File: config.mk
export PLATFORM = sky130hd
export DESIGN_NAME = tbl_access_unit
export DESIGN_NICKNAME = d
export VERILOG_FILES = /design/src/rtl/tbl_pkg.sv /design/src/rtl/tbl_ptr_next.sv /design/src/rtl/tbl_hold_bank.sv /design/src/rtl/tbl_access_unit.sv
export SDC_FILE = /design/constraint.sdc
export NUM_CORES = 1
export LEC_CHECK = 0
export CAP_MARGIN = 40
export CORE_ASPECT_RATIO = 1.25
export CORE_UTILIZATION = 35
export CTS_CLUSTER_SIZE = 40
export DETAILED_ROUTE_END_ITERATION = 6
export GPL_TIMING_DRIVEN = 1
export PLACE_DENSITY = 0.54
export REMOVE_ABC_BUFFERS = 1
export SLEW_MARGIN = 15
export SYNTH_ARGS = -nofsm -noshare
export SYNTH_HDL_FRONTEND = slang
export SYNTH_SLANG_ARGS = --single-unit
export TNS_END_PERCENT = 10
File: constraint.sdc
create_clock -name clk -period 2.5 [get_ports clk]
set_input_delay 0.5 -clock clk [delete_from_list [all_inputs] [get_ports clk]]
set_output_delay 0.5 -clock clk [all_outputs]
set_load 0.03 [all_outputs]
File: src/rtl/tbl_pkg.sv
package tbl_pkg;
    typedef enum logic [2:0] {
        OP_NONE  = 3'd0,
        OP_READ  = 3'd1,
        OP_WRITE = 3'd2,
        OP_LONGW = 3'd3,
        OP_ERASE = 3'd4
    } tbl_op_e;

    typedef enum logic [1:0] {
        MD_HOLD    = 2'd0,
        MD_POSTINC = 2'd1,
        MD_POSTDEC = 2'd2,
        MD_PREINC  = 2'd3
    } tbl_mode_e;

    typedef enum logic [1:0] {
        ST_IDLE    = 2'd0,
        ST_RD_WAIT = 2'd1,
        ST_WR_WAIT = 2'd2,
        ST_ER_WAIT = 2'd3
    } tbl_state_e;

    localparam logic [1:0] MEM_RD = 2'd0;
    localparam logic [1:0] MEM_WR = 2'd1;
    localparam logic [1:0] MEM_ER = 2'd2;
endpackage

File: src/rtl/tbl_ptr_next.sv
module tbl_ptr_next #(
    parameter int PTR_W = 22
) (
    input  logic [PTR_W-1:0] ptr,
    input  logic [1:0]       mode,
    output logic [PTR_W-1:0] ptr_new,
    output logic [PTR_W-1:0] acc_addr
);
    import tbl_pkg::*;
    localparam int LOW_W = PTR_W - 1;

    logic [LOW_W-1:0] low_nxt;

    always_comb begin
        unique case (tbl_mode_e'(mode))
            MD_HOLD:    low_nxt = ptr[LOW_W-1:0];
            MD_POSTINC: low_nxt = ptr[LOW_W-1:0] + 1'b1;
            MD_POSTDEC: low_nxt = ptr[LOW_W-1:0] - 1'b1;
            MD_PREINC:  low_nxt = ptr[LOW_W-1:0] + 1'b1;
            default:    low_nxt = ptr[LOW_W-1:0];
        endcase
        ptr_new  = {ptr[PTR_W-1], low_nxt};
        acc_addr = (tbl_mode_e'(mode) == MD_PREINC) ? ptr_new : ptr;
    end
endmodule

File: src/rtl/tbl_hold_bank.sv
module tbl_hold_bank #(
    parameter int N = 8,
    localparam int IDX_W = $clog2(N)
) (
    input  logic             clk,
    input  logic             rst_n,
    input  logic             wr_en,
    input  logic [IDX_W-1:0] wr_idx,
    input  logic [7:0]       wr_data,
    input  logic             clear,
    output logic [N*8-1:0]   bank
);
    logic [7:0] hold_q [N];

    for (genvar g = 0; g < N; g++) begin : g_entry
        always_ff @(posedge clk or negedge rst_n) begin
            if (!rst_n)                                 hold_q[g] <= 8'hFF;
            else if (clear)                             hold_q[g] <= 8'hFF;
            else if (wr_en && (wr_idx == IDX_W'(g)))    hold_q[g] <= wr_data;
        end
        assign bank[g*8 +: 8] = hold_q[g];
    end


    bank_clear_chk: assert property (@(posedge clk) disable iff (!rst_n)
        clear |=> (bank == {N{8'hFF}}));

    bank_write_chk: assert property (@(posedge clk) disable iff (!rst_n)
        (wr_en && !clear) |=> (hold_q[$past(wr_idx)] == $past(wr_data)));
endmodule

File: src/rtl/tbl_access_unit.sv
module tbl_access_unit #(
    parameter int PTR_W   = 22,
    parameter int HOLD_N  = 8,
    parameter int ERASE_N = 64
) (
    input  logic                clk,
    input  logic                rst_n,
    input  logic                cmd_valid,
    input  logic [2:0]          cmd_op,
    input  logic [1:0]          cmd_mode,
    output logic                cmd_ready,
    output logic                busy,
    input  logic                reg_wr_en,
    input  logic [1:0]          reg_sel,
    input  logic [7:0]          reg_wdata,
    output logic [7:0]          reg_rdata,
    output logic                mem_req,
    output logic [1:0]          mem_cmd,
    output logic [PTR_W-1:0]    mem_addr,
    output logic [HOLD_N*8-1:0] mem_wdata,
    input  logic [7:0]          mem_rdata,
    input  logic                mem_ready
);
    import tbl_pkg::*;
    localparam int HSEL_W = $clog2(HOLD_N);
    localparam int UP_W   = PTR_W - 16;
    localparam logic [PTR_W-1:0] WR_MASK = ~PTR_W'(HOLD_N - 1);
    localparam logic [PTR_W-1:0] ER_MASK = ~PTR_W'(ERASE_N - 1);

    tbl_state_e       state_q, state_d;
    tbl_op_e          op;
    logic [PTR_W-1:0] ptr_q, ptr_new, acc_addr, acc_sel, ptr_wr_val, addr_q;
    logic [7:0]       latch_q;
    logic             cmd_acc, reg_wr_ok, ptr_moves, hold_wr, hold_clr;

    assign op        = tbl_op_e'(cmd_op);
    assign cmd_acc   = cmd_valid && (state_q == ST_IDLE) && (op inside {OP_READ, OP_WRITE, OP_LONGW, OP_ERASE});
    assign reg_wr_ok = reg_wr_en && (state_q == ST_IDLE) && !cmd_valid;
    assign ptr_moves = cmd_acc && (op == OP_READ || op == OP_WRITE);
    assign hold_wr   = cmd_acc && (op == OP_WRITE);
    assign hold_clr  = (state_q == ST_WR_WAIT) && mem_ready;

    tbl_ptr_next #(.PTR_W(PTR_W)) ptr_next_i (
        .ptr(ptr_q), .mode(cmd_mode), .ptr_new(ptr_new), .acc_addr(acc_addr)
    );

    tbl_hold_bank #(.N(HOLD_N)) hold_i (
        .clk(clk), .rst_n(rst_n), .wr_en(hold_wr), .wr_idx(acc_addr[HSEL_W-1:0]),
        .wr_data(latch_q), .clear(hold_clr), .bank(mem_wdata)
    );

    // state register
    always_ff @(posedge clk or negedge rst_n) begin
        if (!rst_n) state_q <= ST_IDLE;
        else        state_q <= state_d;
    end

    // next state
    always_comb begin
        state_d = state_q;
        unique case (state_q)
            ST_IDLE: begin
                if (cmd_acc) begin
                    if (op == OP_READ)       state_d = ST_RD_WAIT;
                    else if (op == OP_LONGW) state_d = ST_WR_WAIT;
                    else if (op == OP_ERASE) state_d = ST_ER_WAIT;
                end
            end
            ST_RD_WAIT, ST_WR_WAIT, ST_ER_WAIT: if (mem_ready) state_d = ST_IDLE;
            default: state_d = ST_IDLE;
        endcase
    end

    // outputs
    always_comb begin
        cmd_ready = 1'b0;
        busy      = 1'b1;
        mem_req   = 1'b1;
        mem_cmd   = MEM_RD;
        unique case (state_q)
            ST_IDLE: begin
                cmd_ready = 1'b1;
                busy      = 1'b0;
                mem_req   = 1'b0;
            end
            ST_RD_WAIT: mem_cmd = MEM_RD;
            ST_WR_WAIT: mem_cmd = MEM_WR;
            ST_ER_WAIT: mem_cmd = MEM_ER;
            default: mem_cmd = MEM_RD;
        endcase
    end
    assign mem_addr = addr_q;

    // datapath
    always_comb begin
        unique case (op)
            OP_LONGW: acc_sel = ptr_q & WR_MASK;
            OP_ERASE: acc_sel = ptr_q & ER_MASK;
            default:  acc_sel = acc_addr;
        endcase
        ptr_wr_val = ptr_q;
        case (reg_sel)
            2'd0:    ptr_wr_val[7:0]        = reg_wdata;
            2'd1:    ptr_wr_val[15:8]       = reg_wdata;
            2'd2:    ptr_wr_val[PTR_W-1:16] = reg_wdata[UP_W-1:0];
            default: ptr_wr_val = ptr_q;
        endcase
        case (reg_sel)
            2'd0:    reg_rdata = ptr_q[7:0];
            2'd1:    reg_rdata = ptr_q[15:8];
            2'd2:    reg_rdata = 8'(ptr_q[PTR_W-1:16]);
            default: reg_rdata = latch_q;
        endcase
    end

    always_ff @(posedge clk or negedge rst_n) begin
        if (!rst_n) begin
            ptr_q   <= '0;
            addr_q  <= '0;
            latch_q <= 8'h00;
        end else begin
            if (ptr_moves)                           ptr_q <= ptr_new;
            else if (reg_wr_ok && reg_sel != 2'd3)   ptr_q <= ptr_wr_val;
            if (cmd_acc)                             addr_q <= acc_sel;
            if (state_q == ST_RD_WAIT && mem_ready)  latch_q <= mem_rdata;
            else if (reg_wr_ok && reg_sel == 2'd3)   latch_q <= reg_wdata;
        end
    end


    ptr_top_bit_chk: assert property (@(posedge clk) disable iff (!rst_n)
        ptr_moves |=> (ptr_q[PTR_W-1] == $past(ptr_q[PTR_W-1])));

    req_hold_chk: assert property (@(posedge clk) disable iff (!rst_n)
        (mem_req && !mem_ready) |=> (mem_req && $stable(mem_addr) && $stable(mem_cmd)));

    wr_align_chk: assert property (@(posedge clk) disable iff (!rst_n)
        (mem_req && mem_cmd == MEM_WR) |-> (mem_addr[HSEL_W-1:0] == '0));

    erase_align_chk: assert property (@(posedge clk) disable iff (!rst_n)
        (mem_req && mem_cmd == MEM_ER) |-> ((mem_addr & ~ER_MASK) == '0));

    busy_freeze_chk: assert property (@(posedge clk) disable iff (!rst_n)
        busy |=> $stable(ptr_q));
endmodule

==> impl_metrics.yaml <==
timing:
  worst_pin_slew_ps: 593
  fin_skew_ps: 11.1
  rsz0062_at_grt: "yes"
  timing.final.crit_share: 0.973
  fin_ws_ps: 67.9
  slew_viol_final: 0
  hold_viol_final: 0
  slew_headroom: 0.605
  final-setup-viol-count: 0
  layout_min_cycle_time_ps: 2430
  max_freq_mhz: 411
finish:
  final_common_cell: "buf_4"
  syn2layout_area_growth_pct: 46.8
  final_cell_mix: "136 x buf_4, 116 x clkdlybuf4s50_1, 109 x nand2_1"
  drive_gt1_frac: 0.324
  multiInputGateArea_mm2: 0.00356
  final-seq-area_mm2: 0.00303
  final_cells: 1146
  fill_cells: 1742
  final_area_mm2: 0.00984
  antenna_cells: 0
  fin_nets: 949
yosys:
  synth_seq_cells: 118
  yosys.area.top_type: "dfstp_2"
  yosysWarnings: 0
  ys_seq_area_frac: 0.452
  syn_area_mm2: 0.00670
  avgSynthCellArea_um2: 10.1
  synthTopCellsByArea: "dfstp_2 25%, dfrtp_1 20%, mux2i_1 11%"
  synth-edff-count: 0
  yosysUniqueCellTypes: 63
  synthCells: 664
  synthFlopType: "dfstp_2"
  async_flop_share: 1.00
  synth_top_area_frac: 0.251
worst_setup_path:
  end_kind: "output port"
  reg2reg_from: "ptr_q[0]"
  critical_path_class: "input port to output port"
  critical_path.cell_chain: "clkdlybuf4s50_1 > buf_12 > mux2_2 > a22o_1 > buf_4"
  critPathSlowestCell: "clkdlybuf4s50_1"
  crit_path_start_kind: "input port"
  max_stage_delay_ps: 510
  crit_fanout: 13
  crit_arrival_ps: 1930
  startpoint: "reg_sel[1]"
  crit_required_ps: 2000
power_and_ir_drop:
  peakVddDrop_v: 0.000505
  switching_share: 0.422
  cellInternalPower_mw: 7.44
  power.switching_mw: 5.42
  clock_power_share: 0.197
  power.leakage_nw: 4.47
  comb_power_share: 0.525
  power_density_mw_per_mm2: 1310
  seqPwrFrac: 0.278
clock_tree:
  cts_buffer_depth: 2
  clk_pin_slew_ps: 60
  clk_latency_ps: 430
  cts_tree: "yes"
  clkSinkCount: 118
  root_buffer: "clkbuf_16"
  ctsHoldBuffers: 0
  cts_buffers: 17
  htreeDepth: 4
run:
  maxCapViolCount: 0
die:
  coreArea_mm2: 0.0188
  io_pins: 127
  fp.dieH_um: 157
  initial_core_util: 0.357
  rows: 56
  die-area_mm2: 0.0197
  die_w_um: 126
run_status:
  status: "finished clean"
global_routing:
  gr-total-overflow: 0
  grt_pass1_vias: 6285
  grt_use_total: 0.249
  grt_start_max_net_pins: 65
  antenna_found_initial: 0
  grt_first_pass_wirelength_mm: 36.5
route:
  vias: 6105
  drt_first_pass_iters: 5
  wire_per_inst_um: 20.6
  totalWireLength_mm: 23.6
  drc_errors: 0
  route.antenna.remaining_nets: 0
  drt_iter0_drc: 335
  via_per_inst: 5.33
min_path:
  hold_class: "input port to asynchronous set/reset pin"
placement:
  routabilityCongestion: 0.948
  place_area_mm2: 0.00912
  numPlacedInstances: 1114
  place_ws_ps: -855
  place_hpwl_mm: 18.0
  port_buffers: 126
[worst paths after layout]
kind	slack [ps]	to	cells past startpoint
setup / recovery	70	reg_rdata[6]	5
hold / removal	250	hold_i.bank[61]	1
setup reg to reg	130	hold_i.bank[27]	10
hold reg to reg	470	mem_addr[6]	1
max in group asynchronous	1760	hold_i.bank[36]	2
min in group clk	470	mem_addr[6]	1
[registers in the layout, summed over array words and instances (netlist names)]
signal / flops
hold_i.bank: 64
mem_addr: 22
ptr_q: 22
latch_q: 8
state_q: 2
[per-stage QoR]
step / setup TNS, ps / hold WS (ps) / util / total power [mW]
4_1_cts: 0 / 255 / 0.523 / 12.9
3_3_place_gp: -53130 / 462 / 0.485 / 10.1
6_report: 0 / 255 / 0.524 / 12.9
3_5_place_dp: -55510 / 465 / 0.485 / 10.2
2_1_floorplan: -8940 / 204 / - / 6.89
5_1_grt: -112 / 288 / 0.524 / 13.5
[power by group through the flow]
stage	Clock (mW)	Sequential (mW)	Combinational (mW)
4_1_cts	2.57	3.57	6.74
3_5_place_dp	0	3.59	6.57
5_1_grt	2.65	3.65	7.23
3_3_place_gp	0	3.57	6.50
2_1_floorplan	0	4.46	2.43
6_report	2.53	3.57	6.76
[cell type report]
class                      count  share of cell area
clock buffer                  18              0.0458
multi-input combinational    496               0.362
tap                          232              0.0295
timing repair buffer         260               0.236
inverter                       8             0.00305
clock inverter                14              0.0155
sequential                   118               0.308
[synthesized netlist by cell type (3+ instances only)]
master    instances
nand2_1         111
mux2i_1          75
dfstp_2          64
dfrtp_1          54
a21oi_1          40
nor2_1           36
o21ai_0          36
ha_1             19
buf_2            18
clkbuf_1         18
a21o_1           15
a22oi_1          15
xnor2_1          13
o22ai_1          11
and2_1           10
xor2_1           10
inv_1             8
nand3_1           8
a31oi_1           7
mux2_2            7
mux4_2            6
a211oi_1          5
and3_1            5
a22o_1            4
nand2_2           4
o21a_1            4
or3_1             4
buf_1             3
nand2b_1          3
nand4_1           3
nor3_1            3
o211ai_1          3
o221a_2           3
[per-layer routing]
layer | routed length (µm) | GRT usage | part of all wire | up-vias
li1 | - | - | - | 2855
met1 | 9440 | 0.285 | 0.40 | 3018
met2 | 12400 | 0.456 | 0.52 | 176
met3 | 847 | 0.0359 | 0.036 | 56
met4 | 942 | 0.119 | 0.040 | 0
met5 | 0 | 0 | 0 | -
[kinds of logic after synthesis]
group                      Yosys count  share of synthesized area
and+or+nand+nor                    204                      0.144
AOI/OAI and AO/OA                  161                      0.157
DFF                                118                      0.452
muxes                               88                      0.144
buffers and inverters               50                     0.0342
xor gates and xnor gates            23                     0.0301
adders and majority gates           20                     0.0385
[critical path: cells and delay by family]
family                 cells  cell delay (ps)
AO/OA/AOI/OAI              1              190
buffers and inverters      3              840
multiplexers               1              390
[timing repair]
action / in CTS / in global routing
pin swaps: 6 / 2
resized for setup: 26 / 6
setup endpoints to repair: 88 / 12
buffers inserted: 0 / 0
(Power assumes the default switching activity.)
